===== src/rtl/shift_pkg.sv =====
package shift_pkg;
  localparam int OPC_W = 5;

  localparam logic [OPC_W-1:0] OPC_SRL = 5'd26;
  localparam logic [OPC_W-1:0] OPC_SRA = 5'd27;
  localparam logic [OPC_W-1:0] OPC_SLL = 5'd28;
  localparam logic [OPC_W-1:0] OPC_ROL = 5'd29;

  typedef enum logic [1:0] {
    MODE_SRL = 2'd0,
    MODE_SRA = 2'd1,
    MODE_SLL = 2'd2,
    MODE_ROL = 2'd3
  } shift_mode_e;
endpackage


===== src/rtl/shift_decode.sv =====
module shift_decode
  import shift_pkg::*;
(
  input  logic [OPC_W-1:0] op_code,
  output shift_mode_e      mode,
  output logic             is_shift
);
  always_comb begin
    mode     = MODE_SRL;
    is_shift = 1'b1;
    unique case (op_code)
      OPC_SRL: mode = MODE_SRL;
      OPC_SRA: mode = MODE_SRA;
      OPC_SLL: mode = MODE_SLL;
      OPC_ROL: mode = MODE_ROL;
      default: is_shift = 1'b0;
    endcase
  end
endmodule


===== src/rtl/shift_count_sel.sv =====
module shift_count_sel #(
  parameter int CW = 5
) (
  input  logic [CW-1:0] reg_count,
  input  logic [CW-1:0] imm_count,
  output logic [CW-1:0] amount
);
  // A zero instruction field defers to the count register.
  assign amount = (imm_count != '0) ? imm_count : reg_count;
endmodule


===== src/rtl/shift_core.sv =====
module shift_core
  import shift_pkg::*;
#(
  parameter int W  = 32,
  parameter int CW = $clog2(W)
) (
  input  shift_mode_e   mode,
  input  logic [W-1:0]  din,
  input  logic [CW-1:0] amount,
  output logic [W-1:0]  dout
);
  logic go_left;
  logic wrap;
  logic fill_bit;
  logic [W-1:0] stage [0:CW];

  assign go_left  = (mode == MODE_SLL) || (mode == MODE_ROL);
  assign wrap     = (mode == MODE_ROL);
  assign fill_bit = (mode == MODE_SRA) ? din[W-1] : 1'b0;
  assign stage[0] = din;

  for (genvar k = 0; k < CW; k++) begin : g_stage
    localparam int S = 1 << k;
    logic [W-1:0] moved;
    always_comb begin
      if (go_left)
        moved = {stage[k][W-1-S:0], (wrap ? stage[k][W-1:W-S] : {S{1'b0}})};
      else
        moved = {{S{fill_bit}}, stage[k][W-1:S]};
    end
    assign stage[k+1] = amount[k] ? moved : stage[k];
  end

  assign dout = stage[CW];

  always_comb begin
    if (amount == '0)
      assert_zero_amount_identity_R6: assert (dout == din);
    if (mode == MODE_ROL)
      assert_rotate_keeps_ones_R5: assert ($countones(dout) == $countones(din));
    if (mode == MODE_SRL && amount != '0)
      assert_srl_top_clear_R2: assert (dout[W-1] == 1'b0);
    if (mode == MODE_SLL && amount != '0)
      assert_sll_bottom_clear_R4: assert (dout[0] == 1'b0);
    if (mode == MODE_SRA)
      assert_sra_keeps_sign_R3: assert (dout[W-1] == din[W-1]);
  end
endmodule


===== src/rtl/barrel_shift_unit.sv =====
module barrel_shift_unit
  import shift_pkg::*;
#(
  parameter int W  = 32,
  parameter int CW = $clog2(W)
) (
  input  logic [OPC_W-1:0] op_code,
  input  logic [W-1:0]     operand,
  input  logic [CW-1:0]    reg_count,
  input  logic [CW-1:0]    imm_count,
  output logic [W-1:0]     result,
  output logic             result_valid
);
  shift_mode_e   mode;
  logic          is_shift;
  logic [CW-1:0] amount;
  logic [W-1:0]  shifted;

  shift_decode u_decode (
    .op_code  (op_code),
    .mode     (mode),
    .is_shift (is_shift)
  );

  shift_count_sel #(.CW(CW)) u_count (
    .reg_count (reg_count),
    .imm_count (imm_count),
    .amount    (amount)
  );

  shift_core #(.W(W), .CW(CW)) u_core (
    .mode   (mode),
    .din    (operand),
    .amount (amount),
    .dout   (shifted)
  );

  assign result_valid = is_shift;
  assign result       = is_shift ? shifted : '0;

  always_comb begin
    if (!result_valid)
      assert_idle_result_zero_R7: assert (result == '0);
    if (result_valid && mode == MODE_SRL && imm_count != '0)
      assert_imm_count_used_R1: assert (result == (operand >> imm_count));
  end
endmodule


===== config.mk =====
export PLATFORM = sky130hd
export DESIGN_NAME = barrel_shift_unit
export DESIGN_NICKNAME = d
export VERILOG_FILES = /design/src/rtl/shift_pkg.sv /design/src/rtl/shift_decode.sv /design/src/rtl/shift_count_sel.sv /design/src/rtl/shift_core.sv /design/src/rtl/barrel_shift_unit.sv
export SDC_FILE = /design/constraint.sdc
export NUM_CORES = 1
export LEC_CHECK = 0
export ABC_AREA = 1
export BUFFER_PORTS_ARGS = -buffer_cell sky130_fd_sc_hd__buf_2
export CORE_MARGIN = 4
export CORE_UTILIZATION = 41
export DETAILED_ROUTE_END_ITERATION = 10
export PLACE_DENSITY = 0.59
export SYNTH_ARGS = -nofsm -noshare
export SYNTH_HDL_FRONTEND = slang
export SYNTH_HIERARCHICAL = 1
export SYNTH_SLANG_ARGS = --single-unit

===== constraint.sdc =====
create_clock -name vclk -period 2.6
set_clock_uncertainty 0.1 [all_clocks]
set_input_delay 0.13 -clock vclk [all_inputs]
set_output_delay 0.13 -clock vclk [all_outputs]
set_load 0.005 [all_outputs]

==> results.md, run 1 <==
| Group | Quantity | Value |
|---|---|---|
| power and ir drop | Total power density per cell area | 186 nW/um^2 |
| final layout | Share of final-layout standard cells stronger than drive strength 1 | 0.248 |
| grt | Vias in the first global route | 5020 |
| synthesis | Yosys top cell by area | nand3_1 |
| sta | Final worst path period share | 0.959 |
| power and ir drop | Static leakage | 2.92 nW |
| drt | Final routed wire length divided by cell count | 14.3 um |
| floorplanning | Number of ports placed on the die boundary | 80 |
| final layout | Area taken by multi-input logic gates | 3780 um^2 |
| floorplanning | Starting density of the core | 0.417 |
| final layout | Final-stage net count | 962 |
| sta | Aggregate negative setup slack | 0 ns |
| grt | Wire length of the first global-routing pass | 23700 um |
| power and ir drop | Worst VDD drop | 0.122 mV |
| floorplanning | Core outline area | 10300 um^2 |
| floorplanning | Site Rows | 37 |
| final layout | Antenna diode count | 0 |
| sta | Max Transition Viols Final | 0 |
| final layout | Register Area | 0 um^2 |
| power and ir drop | Total power after layout | 931 uW |
| worst hold path | Kind of path behind the tightest hold check | in2out |
| drt | Average vias per placed instance | 5.47 |
| final layout | Final standard cell utilization of the core | 0.487 |
| drt | Number of detailed-routing iterations run before antenna repair | 6 |
| sta | Post-layout min period | 2.49 ns |
| synthesis | Number of warning messages in the yosys log | 6 |
| sta | Final count of negative-setup-slack endpoints | 0 |
| final layout | Number of sequential cells | 0 |
| setup path | Critical Path Sink Type | output port |
| placement | DP HPWL | 11300 um |
| floorplanning | Die ar. | 12200 um^2 |
| setup path | Worst Path Class, Setup | in2out |
| synthesis | Cell count after synthesis | 863 |
| worst hold path | Hold path start | op_code[2] |
| floorplanning | DIE WIDTH | 110 um |
| sta | Worst-case headroom to the max-slew limit | 0.497 |
| drt | Number of design rule violations left after detail routing | 0 |
| final layout | Synth-to-layout area growth | 16.8% |
| synthesis | Post-synth top area share | 0.313 |
| synthesis | Library cells used by synthesis | 27 |
| placement | Routability congestion estimate from global placement | 0.940 |
| job | Reported max-cap violation count | 0 |
| setup path | Required time of the critical path | 2.37 ns |
| setup path | Worst setup startpoint | imm_count[3] |
| sta | Worst Slack Setup Final | 0.107 ns |
| outcome | Result of the run | finished clean |
| drt | Post-detailed-routing wire length | 15000 um |
| drt | Final ANT Viol Nets | 0 |
| setup path | Maximum fanout along the worst path | 8 |
| synthesis | Leading cell types by total area after synthesis | nand3_1 (31%), nand2_1 (29%), nand3_2 (9.3%) |
| synthesis | Post-Synthesis Net Count | 910 |
| placement | Worst setup slack before clock tree synthesis | 0.0706 ns |
| drt | Violation count after the first detailed-routing iteration | 500 |
| floorplanning | Floorplan die height | 110 um |
| synthesis | Synthesized area per cell | 4.97 um^2 |
| synthesis | Mapped Area | 4290 um^2 |
| sta | Tightest Pin Transition | 0.754 ns |
| grt | Overflow after GRT | 0 |
| grt | Antenna violations before repair | 0 |
| setup path | Startpoint class of the critical path | input port |
| grt | Total global-route track usage | 0.239 |
| synthesis | Post-synthesis sequential area ratio | 0 |
| grt | Largest net degree at the start of global routing | 66 |
| worst hold path | Worst Hold Endpoint | result_valid |
| sta | Number of failing hold endpoints at the final stage | 0 |
| placement | Port buffer count | 80 |
| sta | RSZ-0062 raised after global routing | yes |
| setup path | Data arrival time of the critical path | 2.26 ns |
| drt | Routed via count | 5741 |
| worst hold path | Hold path cells | 6 |
| sta | Max Fclk | 0.401 GHz |
| final layout | Number of fill cells in the layout | 1245 |
| final layout | Number of clock buffer instances in the layout | 0 |
==> power by group <==
group,total (mW),switching (mW),internal (mW)
clock,0,0,0
sequential,0,0,0
combinational,0.931,0.591,0.340
==> synth_stat cells (7+ instances only) <==
master      n
nor2_1      8
nand3_2    40
buf_6      12
or2_4       7
buf_2      20
nand2_1   329
o21ai_2     8
nand3_1   268
a21oi_1    18
a21o_1      9
inv_1      58
buf_4      19
o21ai_1    12
or2_1      14
or2_2      10
clkbuf_1    8
==> cell families (layout without fill, tap and decap cells) <==
family	count (synthesis)	count (layout)	share of synthesized area
compound gates	53	53	0.0767
buf+inv	124	174	0.156
simple gates	686	686	0.768
==> final cells by class <==
cell class	instances	share of cell area
tap	136	0.0340
timing repair buffer	111	0.163
inverter	63	0.0492
multi-input combinational	739	0.754
==> worst max-delay path, stage by stage <==
cell	delay (ns)
buf_2	0.12
nor2_4	0.14
nand4_1	0.14
nand2_4	0.22
clkbuf_16	0.19
nand3_1	0.12
nand3_1	0.11
nand3_1	0.12
nand2_1	0.15
nand2_1	0.11
nand3_1	0.10
nand2_1	0.07
o21ai_2	0.16
nand2_1	0.06
nand2_1	0.09
inv_1	0.04
nand2_1	0.05
inv_1	0.03
buf_2	0.11
==> how the worst max path moves through the flow <==
stage,end,slack [ns],depth (start not counted)
6_report,result[19],0.11,19
5_1_grt,result[23],-0.07,21
4_1_cts,result[28],0.06,17
3_5_place_dp,result[28],0.07,17
3_3_place_gp,result[16],0.08,19
2_1_floorplan,result[19],0.67,20
==> cells in the final DEF, fill, tap and decap left out, types with 2 or more instances in the layout <==
master,instances
nand3_1,250
o21ai_0,2
o21ai_2,10
a21oi_1,15
buf_4,18
a21o_1,9
or2_1,11
inv_2,4
o21ai_1,10
buf_12,7
buf_2,80
or2_4,10
or2_2,10
a21oi_2,4
nor2_1,8
nand4_1,5
nand2_1,317
nand2_2,13
clkbuf_16,4
nand3_2,58
inv_1,57
o211ai_1,3
==> routing by layer <==
layer  GRT usage  share of wire  vias to the layer above
li1            -              -                     2949
met1       0.306           0.41                     2566
met2       0.437           0.51                      197
met3      0.0186          0.059                       29
met4      0.0484          0.022                        0
met5           0              0                        -
==> per-stage QoR <==
| stage | hold WS, ns | instance area [um^2] | cells |
|---|---|---|---|
| global placement | 0.784 | 4710 | 1041 |
| finish | 0.786 | 5010 | 1049 |
| CTS | 0.788 | 4710 | 1041 |
| detailed placement | 0.788 | 4710 | 1041 |
| floorplan | 0.359 | 4290 | 863 |
| global route | 0.845 | 5010 | 1049 |
==> timing repair <==
| item | in CTS | in global routing |
|---|---|---|
| setup endpoints to repair | 0 | 32 |
| hold endpoints to repair | 0 | 0 |
| gates resized for setup | 0 | 43 |
| buffers inserted | 0 | 4 |
| hold buffers | 0 | 0 |
Note: power is estimated with default switching activity, not from simulation.
==> run 2: changes to the inputs <==
SETUP_SLACK_MARGIN = 0.5   (was unset)
==> run 2 against run 1 <==
Effect of this change: final cell count rose by 1.8%; core utilization rose by 9.8 points; worst hold slack improved by 0.015 ns.
==> results.md, run 2 (synthesized netlist as in run 1, its figures left out) <==
| Group | Quantity | Value |
|---|---|---|
| worst hold path | Hold path start | op_code[2] |
| floorplanning | Site Rows | 37 |
| job | Reported max-cap violation count | 0 |
| drt | Post-detailed-routing wire length | 17800 um |
| drt | Violation count after the first detailed-routing iteration | 688 |
| grt | Total global-route track usage | 0.248 |
| floorplanning | Starting density of the core | 0.417 |
| final layout | Register Area | 0 um^2 |
| sta | Final worst path period share | 0.943 |
| setup path | Data arrival time of the critical path | 2.22 ns |
| sta | Number of failing hold endpoints at the final stage | 0 |
| setup path | Required time of the critical path | 2.37 ns |
| placement | Worst setup slack before clock tree synthesis | 0.0706 ns |
| drt | Final routed wire length divided by cell count | 16.7 um |
| drt | Average vias per placed instance | 5.86 |
| grt | Antenna violations before repair | 0 |
| floorplanning | Floorplan die height | 110 um |
| grt | Overflow after GRT | 0 |
| floorplanning | DIE WIDTH | 110 um |
| final layout | Antenna diode count | 0 |
| sta | Post-layout min period | 2.45 ns |
| final layout | Number of clock buffer instances in the layout | 0 |
| setup path | Startpoint class of the critical path | input port |
| grt | Wire length of the first global-routing pass | 24500 um |
| sta | Max Fclk | 0.408 GHz |
| sta | Max Transition Viols Final | 0 |
| setup path | Maximum fanout along the worst path | 8 |
| final layout | Final-stage net count | 981 |
| floorplanning | Core outline area | 10300 um^2 |
| placement | DP HPWL | 11300 um |
| placement | Instance area at placement | 4710 um^2 |
| sta | Worst Slack Setup Final | 0.148 ns |
| sta | Final count of negative-setup-slack endpoints | 0 |
| power and ir drop | Total power after layout | 1.11 mW |
| drt | Number of design rule violations left after detail routing | 0 |
| power and ir drop | Static leakage | 3.31 nW |
| placement | Routability congestion estimate from global placement | 0.940 |
| placement | Port buffer count | 80 |
| sta | Aggregate negative setup slack | 0 ns |
| power and ir drop | Worst VDD drop | 0.158 mV |
| final layout | Synth-to-layout area growth | 40.2% |
| drt | Final ANT Viol Nets | 0 |
| sta | RSZ-0062 raised after global routing | yes |
| final layout | Number of sequential cells | 0 |
| drt | Number of detailed-routing iterations run before antenna repair | 6 |
| grt | Vias in the first global route | 5147 |
| setup path | Worst Path Class, Setup | in2out |
| floorplanning | Die ar. | 12200 um^2 |
| final layout | Design Area, Final | 6010 um^2 |
| outcome | Result of the run | finished clean |
| power and ir drop | Total power density per cell area | 185 nW/um^2 |
| setup path | Critical Path Sink Type | output port |
| sta | Worst-case headroom to the max-slew limit | 0.507 |
| drt | Routed via count | 6261 |
| worst hold path | Kind of path behind the tightest hold check | in2out |
| final layout | Share of final-layout standard cells stronger than drive strength 1 | 0.376 |
| sta | Tightest Pin Transition | 0.739 ns |
| grt | Largest net degree at the start of global routing | 58 |
| final layout | Most common library cell in the layout ignoring fill and taps | nand2_1 |
| setup path | Worst setup startpoint | imm_count[1] |
| floorplanning | Number of ports placed on the die boundary | 80 |
| final layout | Highest-count cells in the layout ignoring fill and taps | nand2_1 (276), nand3_1 (200), nand3_2 (100) |
[run 2: cell types whose count changed in the layout (fill, tap and decap cells not counted), sizes merged]
| cell | change |
|---|---|
| nand2 | +1 |
| buf | +8 |
| clkinvlp | +1 |
| bufbuf | +1 |
| clkbuf | +9 |
| inv | -1 |
[run 2: timing repair]
action,CTS,global route
hold buffers,0,0
gates cloned,4,15
pin swaps,5,44
setup endpoints to repair,32,32
buffers inserted,1,7
gates resized for setup,15,178
[run 2: final timing paths]
| path | end | slack [ns] | cells after the start |
|---|---|---|---|
| setup / recovery | result[19] | 0.15 | 20 |
| hold / removal | result_valid | 0.80 | 6 |
[run 2: report_power, final]
| part | internal, mW | switching (mW) | total, mW |
|---|---|---|---|
| Sequential | 0 | 0 | 0 |
| Combinational | 0.427 | 0.687 | 1.11 |
| Clock | 0 | 0 | 0 |
| Total | 0.427 | 0.687 | 1.11 |
[run 2: final cells by class]
cell class                      count  area, um^2
Fill cell                        1068        4260
Inverter                           63         260
Multi-Input combinational cell    740        4310
Tap cell                          136         170
Timing Repair Buffer              129        1280
[run 2: stage by stage]
step / util / instances / hold slack [ns]
after global placement: 0.458 / 1041 / 0.784
final: 0.585 / 1068 / 0.802
after floorplan: - / 863 / 0.359
after CTS: 0.476 / 1046 / 0.788
after global routing: 0.585 / 1068 / 0.864
after detailed placement: 0.458 / 1041 / 0.788
[run 2: worst max-delay path, cell delays in order]
cell and delay [ns]:
buf_4 0.10, nor2_4 0.03, nand4_1 0.09, buf_6 0.15, nand2_8 0.11, clkbuf_16 0.20
or2_4 0.27, nand3_1 0.11, nand3_2 0.13, nand3_2 0.11, nand3_2 0.09, nand3_1 0.08
nand2_1 0.06, o21ai_2 0.16, nand2_1 0.07, nand2_1 0.08, inv_1 0.04, nand2_1 0.05
inv_1 0.03, buf_2 0.11
[run 2: per-layer routing]
metal	global-route usage	wire length [um]	vias to the layer above
met5	0	0	-
met4	0.0660	919	0
met3	0.0280	1450	84
met2	0.446	8750	331
met1	0.313	6690	2850
li1	-	-	2996
==> run 3: changes to the inputs <==
PLACE_DENSITY = 0.61   (was 0.59)
clock period = 2.1 ns   (was 2.6 ns; I/O delays follow)
==> run 3 against run 2 <==
Effect of this change: the flow now finishes with violations (negative setup slack); worst hold slack got worse by 0.071 ns; first-iteration DRC count fell by 27%; sequential cell count did not move; global-route usage rose by 1.9 points; clock-buffer cell count did not move; combinational power rose by 28%; cell area rose by 2.2%; largest cell class unchanged.
==> results.md, run 3 (synthesized netlist as in run 1, its figures left out) <==
| Group | Quantity | Value |
|---|---|---|
| setup path | Crit-path slowest cell | or2_4 |
| drt | Violation count after the first detailed-routing iteration | 499 |
| power and ir drop | Switching part of the total power | 0.600 |
| final layout | Number of clock buffer instances in the layout | 0 |
| power and ir drop | Static leakage | 3.39 nW |
| sta | RSZ-0062 raised after global routing | yes |
| final layout | Design Area, Final | 6140 um^2 |
| setup path | Critical-path cell list | buf_6 -> nor2_4 -> nand4_1 -> nand2_2 -> buf_12 -> buf_12 -> buf_12 -> or2_4 -> nand3_2 -> nand3_2 -> nand2_2 -> nand2_1 -> nand3_1 -> nand2_1 -> o21ai_2 -> nand2_1 -> nand2_1 -> inv_1 -> nand2_1 -> inv_1 -> buf_2 |
| sta | Aggregate negative setup slack | -6.66 ns |
| drt | Routed length on met2 | 8460 um |
| power and ir drop | Worst VDD drop | 0.140 mV |
| setup path | CP dominant cell by count | nand2_1 |
| power and ir drop | Total power after layout | 1.42 mW |
| setup path | Maximum fanout along the worst path | 9 |
| sta | Final count of negative-setup-slack endpoints | 32 |
| drt | Top routing layer in use | met4 |
| sta | Post-layout min period | 2.39 ns |
| sta | Max Fclk | 0.418 GHz |
| grt | Antenna violations before repair | 0 |
| final layout | Final-stage net count | 1012 |
| power and ir drop | Register share of total power | 0 |
| floorplanning | Starting density of the core | 0.417 |
| final layout | Synth-to-layout area growth | 43.3% |
| placement | Instance area at placement | 5170 um^2 |
| final layout | Share of final-layout standard cells stronger than drive strength 1 | 0.412 |
| job | Reported max-cap violation count | 0 |
| power and ir drop | Total power density per cell area | 231 nW/um^2 |
| worst hold path | Kind of path behind the tightest hold check | in2out |
| grt | Wire length of the first global-routing pass | 26600 um |
| setup path | CP peak stage delay | 0.26 ns |
| sta | Tightest Pin Transition | 0.759 ns |
| final layout | Number of sequential cells | 0 |
| setup path | Required time of the critical path | 1.89 ns |
| setup path | Critical Path Sink Type | output port |
| drt | Routed via count | 6208 |
| drt | Number of detailed-routing iterations run before antenna repair | 6 |
| setup path | Data arrival time of the critical path | 2.19 ns |
| floorplanning | DIE WIDTH | 110 um |
| sta | Final worst path period share | 1.14 |
| grt | Largest net degree at the start of global routing | 34 |
| setup path | Startpoint class of the critical path | input port |
| floorplanning | Floorplan die height | 110 um |
| drt | Length of routed wiring on met1 | 6550 um |
| drt | Wire length on met3 | 970 um |
| cts | Number of hold-repair buffers added at the cts stage | 0 |
| drt | Number of design rule violations left after detail routing | 0 |
| drt | Final ANT Viol Nets | 0 |
| drt | Final routed wire length divided by cell count | 15.1 um |
| sta | Number of failing hold endpoints at the final stage | 0 |
| grt | Overflow after GRT | 0 |
| placement | Routability congestion estimate from global placement | 0.956 |
| final layout | Most common library cell in the layout ignoring fill and taps | nand2_1 |
| sta | Worst Slack Setup Final | -0.294 ns |
| grt | Total global-route track usage | 0.267 |
| sta | Worst-case headroom to the max-slew limit | 0.493 |
| power and ir drop | Proportion of power drawn by combinational gates | 1.000 |
| placement | Worst setup slack before clock tree synthesis | -0.356 ns |
| outcome | Violated checks | negative setup slack |
| power and ir drop | Internal power | 569 uW |
| drt | Average vias per placed instance | 5.65 |
| sta | Max Transition Viols Final | 0 |
| power and ir drop | Clock power frac | 0 |
| final layout | Antenna diode count | 0 |
| power and ir drop | Net Switching | 853 uW |
| grt | Vias in the first global route | 5889 |
| placement | DP HPWL | 12400 um |
| floorplanning | Core outline area | 10300 um^2 |
| final layout | Highest-count cells in the layout ignoring fill and taps | nand2_1 (278), nand3_1 (187), nand3_2 (109) |
| drt | Post-detailed-routing wire length | 16600 um |
| floorplanning | Number of ports placed on the die boundary | 80 |
| outcome | Result of the run | finished with violations |
| setup path | Worst Path Class, Setup | in2out |
| floorplanning | Site Rows | 37 |
| floorplanning | Die ar. | 12200 um^2 |
| final layout | Register Area | 0 um^2 |
| placement | Port buffer count | 80 |
run 3: changes by cell type in the layout (fill, tap and decap cells not counted), sizes merged:
cell / before / now
clkinv: 1 / 2
clkbuf: 13 / 3
clkinvlp: 1 / 0
nand2: 332 / 331
bufbuf: 1 / 0
buf: 115 / 158
run 3: final cells by class:
type / count / area, um^2
fill: 1064 / 4130
inverter: 63 / 254
multi-input combinational: 739 / 4350
tap: 136 / 170
timing repair buffer: 161 / 1370
run 3: power groups by stage:
stage	clock (mW)	sequential (mW)	combinational (mW)
after detailed placement	0	0	1.16
final	0	0	1.42
after CTS	0	0	1.31
after floorplan	0	0	0.820
after global placement	0	0	1.16
after global routing	0	0	1.56
run 3: worst paths after layout:
kind,endpoint,startpoint,cells past startpoint
setup / recovery,result[18],imm_count[0],21
hold / removal,result_valid,op_code[2],6
run 3: layer usage:
metal  GRT usage  vias up
met5           0        -
met4       0.103        0
met3      0.0297       68
met2       0.490      246
met1       0.315     2839
li1            -     3055
run 3: critical path: cells and delay by family:
family,cells,cell delay [ns]
AO/OA/AOI/OAI,1,0.16
buffers and inverters,7,0.67
AND/OR/NAND/NOR,13,1.25
run 3: timing repair:
action,CTS,global route
buffers inserted,11,4
endpoints found under the setup margin,32,32
pin swaps,52,11
hold endpoints to repair,0,0
resized for setup,124,58
cloned,1,3
run 3: through the flow:
| stage | hold slack (ns) | instances | utilization |
|---|---|---|---|
| 2_1_floorplan | 0.309 | 863 | - |
| 3_3_place_gp | 0.734 | 1080 | 0.503 |
| 6_report | 0.731 | 1099 | 0.598 |
| 4_1_cts | 0.734 | 1092 | 0.566 |
| 5_1_grt | 0.817 | 1099 | 0.598 |
| 3_5_place_dp | 0.734 | 1080 | 0.503 |
